$ cat src/rtl/sdclk_pkg.sv
package sdclk_pkg;
    localparam int HSTOP_BIT = 9;
    localparam int CSTOP_BIT = 8;
    localparam int PRE_LSB   = 2;
    localparam int PRE_W     = 3;
    localparam int POST_LSB  = 0;
    localparam int POST_W    = 2;

    typedef struct packed {
        logic              hstop;
        logic              cstop;
        logic [PRE_W-1:0]  pre;
        logic [POST_W-1:0] post;
    } sd_cfg_t;

    typedef enum logic [0:0] {
        SEQ_STEADY = 1'b0,
        SEQ_ARMED  = 1'b1
    } seq_state_e;
endpackage

$ cat src/rtl/sdclk_cfg.sv
module sdclk_cfg
    import sdclk_pkg::*;
#(
    parameter int REG_W      = 16,
    parameter int MAX_PRE    = 4,
    parameter int MAX_POST   = 1,
    parameter int HSTOP_FROM = 2
) (
    input  logic             clk,
    input  logic             rst_n,
    input  logic             wr_en,
    input  logic [REG_W-1:0] wr_data,
    input  logic             dis_req,
    input  logic             ena_req,
    output sd_cfg_t          cfg,
    output logic [REG_W-1:0] rd_data
);
    localparam logic [REG_W-1:0] FIELD_MASK = REG_W'((32'd1 << HSTOP_BIT) | (32'd1 << CSTOP_BIT)
                                              | (((32'd1 << PRE_W) - 32'd1) << PRE_LSB)
                                              | (((32'd1 << POST_W) - 32'd1) << POST_LSB));

    sd_cfg_t wr_cfg;
    sd_cfg_t cfg_nxt;
    logic    wr_legal;

    always_comb begin
        wr_cfg.hstop = wr_data[HSTOP_BIT];
        wr_cfg.cstop = wr_data[CSTOP_BIT];
        wr_cfg.pre   = wr_data[PRE_LSB +: PRE_W];
        wr_cfg.post  = wr_data[POST_LSB +: POST_W];
        wr_legal = ((wr_data & ~FIELD_MASK) == '0)
                && (int'(wr_cfg.pre) <= MAX_PRE)
                && (int'(wr_cfg.post) <= MAX_POST)
                && (wr_cfg.hstop == (int'(wr_cfg.pre) >= HSTOP_FROM))
                && !wr_cfg.cstop;
    end

    always_comb begin
        cfg_nxt = cfg;
        if (dis_req) begin
            cfg_nxt.hstop = 1'b1;
            cfg_nxt.cstop = 1'b1;
        end else if (ena_req) begin
            cfg_nxt.hstop = (int'(cfg.pre) >= HSTOP_FROM);
            cfg_nxt.cstop = 1'b0;
        end else if (wr_en && wr_legal) begin
            cfg_nxt = wr_cfg;
        end
    end

    always_ff @(posedge clk or negedge rst_n) begin
        if (!rst_n) begin
            cfg <= '{hstop: 1'b1, cstop: 1'b1, pre: '0, post: '0};
        end else begin
            cfg <= cfg_nxt;
        end
    end

    always_comb begin
        rd_data = '0;
        rd_data[HSTOP_BIT] = cfg.hstop;
        rd_data[CSTOP_BIT] = cfg.cstop;
        rd_data[PRE_LSB +: PRE_W] = cfg.pre;
        rd_data[POST_LSB +: POST_W] = cfg.post;
    end

    assert_reg_legal_R2: assert property (@(posedge clk) disable iff (!rst_n)
        (int'(cfg.pre) <= MAX_PRE) && (int'(cfg.post) <= MAX_POST));

    assert_illegal_ignored_R3: assert property (@(posedge clk) disable iff (!rst_n)
        (wr_en && !wr_legal && !dis_req && !ena_req) |=> $stable(cfg));

    assert_disable_R6: assert property (@(posedge clk) disable iff (!rst_n)
        dis_req |=> (cfg.hstop && cfg.cstop));

    assert_enable_R7: assert property (@(posedge clk) disable iff (!rst_n)
        (ena_req && !dis_req) |=> (!cfg.cstop && $stable(cfg.pre) && $stable(cfg.post)));
endmodule

$ cat src/rtl/sdclk_stage.sv
module sdclk_stage #(
    parameter int CW = 4
) (
    input  logic          clk,
    input  logic          rst_n,
    input  logic          step,
    input  logic [CW-1:0] limit,
    output logic          last
);
    logic [CW-1:0] cnt;

    assign last = (cnt == limit);

    always_ff @(posedge clk or negedge rst_n) begin
        if (!rst_n) begin
            cnt <= '0;
        end else if (step) begin
            cnt <= last ? '0 : cnt + 1'b1;
        end
    end

    assert_cnt_range_R5: assert property (@(posedge clk) disable iff (!rst_n)
        cnt <= limit);

    assert_hold_idle_R11: assert property (@(posedge clk) disable iff (!rst_n)
        !step |=> $stable(cnt));
endmodule

$ cat src/rtl/sdclk_seq.sv
module sdclk_seq
    import sdclk_pkg::*;
(
    input  logic              clk,
    input  logic              rst_n,
    input  logic              bnd,
    input  logic [PRE_W-1:0]  req_pre,
    input  logic [POST_W-1:0] req_post,
    output logic [PRE_W-1:0]  act_pre,
    output logic [POST_W-1:0] act_post
);
    seq_state_e st, st_nxt;
    logic       differ;
    logic       load;

    assign differ = (req_pre != act_pre) || (req_post != act_post);

    always_ff @(posedge clk or negedge rst_n) begin
        if (!rst_n) begin
            st <= SEQ_STEADY;
        end else begin
            st <= st_nxt;
        end
    end

    always_comb begin
        st_nxt = st;
        unique case (st)
            SEQ_STEADY: if (differ && !bnd) st_nxt = SEQ_ARMED;
            SEQ_ARMED:  if (bnd || !differ) st_nxt = SEQ_STEADY;
            default:    st_nxt = SEQ_STEADY;
        endcase
    end

    always_comb begin
        load = 1'b0;
        unique case (st)
            SEQ_STEADY: load = bnd && differ;
            SEQ_ARMED:  load = bnd;
            default:    load = 1'b0;
        endcase
    end

    always_ff @(posedge clk or negedge rst_n) begin
        if (!rst_n) begin
            act_pre  <= '0;
            act_post <= '0;
        end else if (load) begin
            act_pre  <= req_pre;
            act_post <= req_post;
        end
    end

    assert_act_hold_R9: assert property (@(posedge clk) disable iff (!rst_n)
        !bnd |=> ($stable(act_pre) && $stable(act_post)));
endmodule

$ cat src/rtl/sdclk_gen.sv
module sdclk_gen
    import sdclk_pkg::*;
#(
    parameter int REG_W      = 16,
    parameter int MAX_PRE    = 4,
    parameter int MAX_POST   = 1,
    parameter int HSTOP_FROM = 2
) (
    input  logic             clk,
    input  logic             rst_n,
    input  logic             src_en,
    input  logic             wr_en,
    input  logic [REG_W-1:0] wr_data,
    input  logic             dis_req,
    input  logic             ena_req,
    output logic [REG_W-1:0] rd_data,
    output logic             running,
    output logic             hck_o,
    output logic             ck_o
);
    localparam int PRE_CW  = (MAX_PRE < 1) ? 1 : MAX_PRE;
    localparam int POST_CW = MAX_POST + 1;

    sd_cfg_t             cfg;
    logic [PRE_W-1:0]    act_pre;
    logic [POST_W-1:0]   act_post;
    logic [PRE_CW-1:0]   pre_limit;
    logic [POST_CW-1:0]  post_limit;
    logic                pre_last;
    logic                post_last;
    logic                bnd;

    sdclk_cfg #(
        .REG_W(REG_W), .MAX_PRE(MAX_PRE), .MAX_POST(MAX_POST), .HSTOP_FROM(HSTOP_FROM)
    ) u_cfg (
        .clk(clk), .rst_n(rst_n), .wr_en(wr_en), .wr_data(wr_data),
        .dis_req(dis_req), .ena_req(ena_req), .cfg(cfg), .rd_data(rd_data)
    );

    assign pre_limit  = PRE_CW'((32'd1 << act_pre) - 32'd1);
    assign post_limit = POST_CW'((32'd2 << act_post) - 32'd1);

    sdclk_stage #(.CW(PRE_CW)) u_pre (
        .clk(clk), .rst_n(rst_n), .step(src_en), .limit(pre_limit), .last(pre_last)
    );

    sdclk_stage #(.CW(POST_CW)) u_post (
        .clk(clk), .rst_n(rst_n), .step(src_en && pre_last), .limit(post_limit), .last(post_last)
    );

    assign bnd = src_en && pre_last && post_last;

    sdclk_seq u_seq (
        .clk(clk), .rst_n(rst_n), .bnd(bnd), .req_pre(cfg.pre), .req_post(cfg.post),
        .act_pre(act_pre), .act_post(act_post)
    );

    always_ff @(posedge clk or negedge rst_n) begin
        if (!rst_n) begin
            hck_o <= 1'b0;
            ck_o  <= 1'b0;
        end else begin
            hck_o <= src_en && pre_last && !cfg.hstop;
            ck_o  <= bnd && !cfg.cstop;
        end
    end

    assign running = !cfg.hstop && !cfg.cstop;

    assert_hck_src_R11: assert property (@(posedge clk) disable iff (!rst_n)
        hck_o |-> $past(src_en));

    assert_ck_src_R11: assert property (@(posedge clk) disable iff (!rst_n)
        ck_o |-> $past(src_en && pre_last));

    assert_stop_silent_R6: assert property (@(posedge clk) disable iff (!rst_n)
        $past(cfg.hstop && cfg.cstop) |-> (!hck_o && !ck_o));
endmodule

$ cat config.mk
export PLATFORM = sky130hd
export DESIGN_NAME = sdclk_gen
export DESIGN_NICKNAME = d
export VERILOG_FILES = /design/src/rtl/sdclk_pkg.sv /design/src/rtl/sdclk_cfg.sv /design/src/rtl/sdclk_stage.sv /design/src/rtl/sdclk_seq.sv /design/src/rtl/sdclk_gen.sv
export SDC_FILE = /design/constraint.sdc
export NUM_CORES = 1
export LEC_CHECK = 0
export BUFFER_PORTS_ARGS = -buffer_cell sky130_fd_sc_hd__buf_2
export CORE_MARGIN = 5
export CORE_UTILIZATION = 48
export DETAILED_ROUTE_END_ITERATION = 16
export PLACE_DENSITY = 0.78
export SYNTH_ARGS = -nofsm -noshare
export SYNTH_HDL_FRONTEND = slang
export SYNTH_SLANG_ARGS = --single-unit
$ cat constraint.sdc
create_clock -name clk -period 3.2 [get_ports clk]
set_clock_uncertainty 0.15 [all_clocks]
set_input_delay 0.16 -clock clk [delete_from_list [all_inputs] [get_ports clk]]
set_output_delay 0.16 -clock clk [all_outputs]
set_load 0.02 [all_outputs]
==> out/metrics.cfg <==
[die]
die_y_microns = 58.1
die_x_microns = 58.1
rows = 17
core-area_sq_um = 2210
die-area_sq_um = 3380
io_pins = 41
initial_core_util_pct = 50.3

[clock_tree]
clkTransAtPathRegs_ns = 0.11
post-cts-setup-buffers = 0
cts_tree = yes
insertion_delay_ns = 0.31
cts_made_buffers = 3
clock-sinks = 20
htreeDepth = 1
clock_path_buffers = 2
clock-root-buffer = clkbuf_4

[route]
ant_nets = 0
dr.pass1.iters = 4
drc = 0
drt-vias-per-instance = 5.17
wl_mm = 2.40
num_vias = 858
routedWlPerCell_microns = 14.4
drt_iter0_drc = 4

[global_route]
met1_usage_pct = 15.3
overflow = 0
grt_max_degree = 21
grt_use_met2_pct = 28.1
grt_use_total_pct = 15.2
antenna_found_initial = 0
grt_pass1_wl_mm = 3.84
top_usage_layer = met2
grt_util_met3_pct = 6.01
grt_pass1_vias = 885

[logic_synthesis]
synth_area_sq_um = 1110
syn_inst = 98
synthArstFlopShare_pct = 100
synth_most_common_cell = dfrtp_1
postSynthAreaPerCell_sq_um = 11.4
synth_top_area_share_pct = 40.5
synth_seq_area_share_pct = 45.2
yosys_warnings = 0
yosys_register_bits = 20
synth_area_leader_cell = dfrtp_1
synth.area.top_cells = dfrtp_1 (40%), mux2_4 (6.7%), buf_4 (6.1%)
synthTopCellsByCount = dfrtp_1 (18), buf_4 (9), nor2_1 (8)
synth_ff_type = dfrtp_1
netlist-cell-type-count = 36
synth_edf_count = 0

[timing]
setup_viol = 0
rsz0062_at_grt = false
period_needed_ns = 2.75
hold_violations = 0
finalMaxSlewViolations = 0
post-route-period-util_pct = 86.0
maxSlewHeadroom_pct = 61.8
tightest_slew_ns = 0.568
finalSetupTns_ns = 0
fmax_mhz = 363

[place]
detailed_place.area_sq_um = 1260
gp_congestion = 0.796
io_buffer_count = 31
hpwlAfterDp_mm = 1.79

[hold_path]
hp-class = in -> reg
hold_depth = 3

[run]
cap_viol_max_count = 0

[worst_setup_path]
critical_path_class = reg -> reg
arrival_ns = 2.81
path_cells = or3_1, ha_1, xnor2_2, mux2i_1, a211oi_4, nand4_4, mux2_4
slowest_stage = dfrtp_1
critPathRequiredTime_ns = 3.25
critPathMaxStageDelay_ns = 0.45
cp_max_fo = 7
crit_family = simple AND/OR/NAND/NOR gates
endpoint_kind = register
rr_worst_depth = 7
worstSetupStartpointType = register
path_depth = 7
critical_path_buf_inv_count = 0

[final_layout]
area_growth_pct = 24.4
drive_above_1_share_pct = 37.7
finalNetCount = 163
fin_area_sq_um = 1380
diodes = 0

[pwr]
peakVddDrop_uv = 352
p_per_area_nw_per_um2 = 491
power_leakage_nw = 0.709

[run_status]
status = finished, final reports clean

## registers in the layout, summed over array words and instances, names as in the netlist
name,count
ck_o,1
hck_o,1
u_cfg.cfg,7
u_post.cnt,2
u_pre.cnt,4
u_seq.act_post,2
u_seq.act_pre,3
## cell families after synthesis
family / count (synthesis) / share of synthesized area [%]
other cells: 1 / 0.337
mux: 13 / 14.5
simple gates: 33 / 18.3
xor+xnor: 5 / 4.61
flops: 20 / 45.2
fa+ha+maj: 2 / 2.25
compound gates: 12 / 7.65
buf+inv: 12 / 7.09
## power by group
group	internal [mW]	total (mW)	switching (mW)
sequential	0.283	0.324	0.0416
combinational	0.0730	0.149	0.0756
clock	0.127	0.207	0.0802
## through the flow
step	worst slack (ns)	total power, mW	hold slack, ns	utilization, %	instances
floorplan	0.726	0.432	-0.286	-	106
global placement	0.635	0.462	-0.0287	57.0	155
detailed placement	0.513	0.469	-0.0250	57.0	155
CTS	0.449	0.684	0.0398	62.6	166
global route	0.293	0.716	0.0707	62.6	166
finish	0.447	0.680	0.0452	62.6	166
## layer usage
layer | part of all wire (%) | wire length, microns | up-vias
met1 | 35 | 846 | 417
met4 | 2.5 | 61 | 0
met3 | 6.3 | 152 | 7
met5 | 0 | 0 | -
li1 | - | - | 410
met2 | 56 | 1330 | 24
## cells in the final DEF (no fill, tap or decap), types with 4 or more instances in the layout
cell type      instances
nor2_1                 8
dlygate4sd3_1          7
mux2_4                 5
buf_2                 31
a21oi_1                4
dfrtp_1               18
conb_1                 9
mux2_2                 4
nand2_1                4
## worst register-to-register path, stage by stage, from the launching register on
cell and delay (ns):
dfrtp_1 0.45, or3_1 0.41, ha_1 0.25, xnor2_2 0.22, mux2i_1 0.17, a211oi_4 0.42, nand4_4 0.24, mux2_4 0.35
## area by class of cell
cell class	instances	area [sq um]
inverter	2	7.51
clock inverter	1	30.0
tap	28	35.0
fill	194	828
sequential	20	503
multi-input combinational	74	561
clock buffer	3	22.5
timing repair buffer	38	225
## timing repair
action / in CTS / in global routing
hold endpoints to repair: 26 / 0
hold buffers: 7 / 0
resized for setup: 0 / 0
## worst paths after layout
kind                                   from          endpoint  slack (ns)
max                        u_seq.act_pre[2]  u_seq.act_pre[2]        0.45
min                                  src_en      u_pre.cnt[1]        0.05
max reg2reg                u_seq.act_pre[2]  u_seq.act_pre[2]        0.45
min reg2reg                    u_cfg.cfg[1]      u_cfg.cfg[1]        0.38
max in group asynchronous             rst_n      u_cfg.cfg[5]        2.41
min in group asynchronous             rst_n              ck_o        0.15
Power figures use the tool's default switching activity.
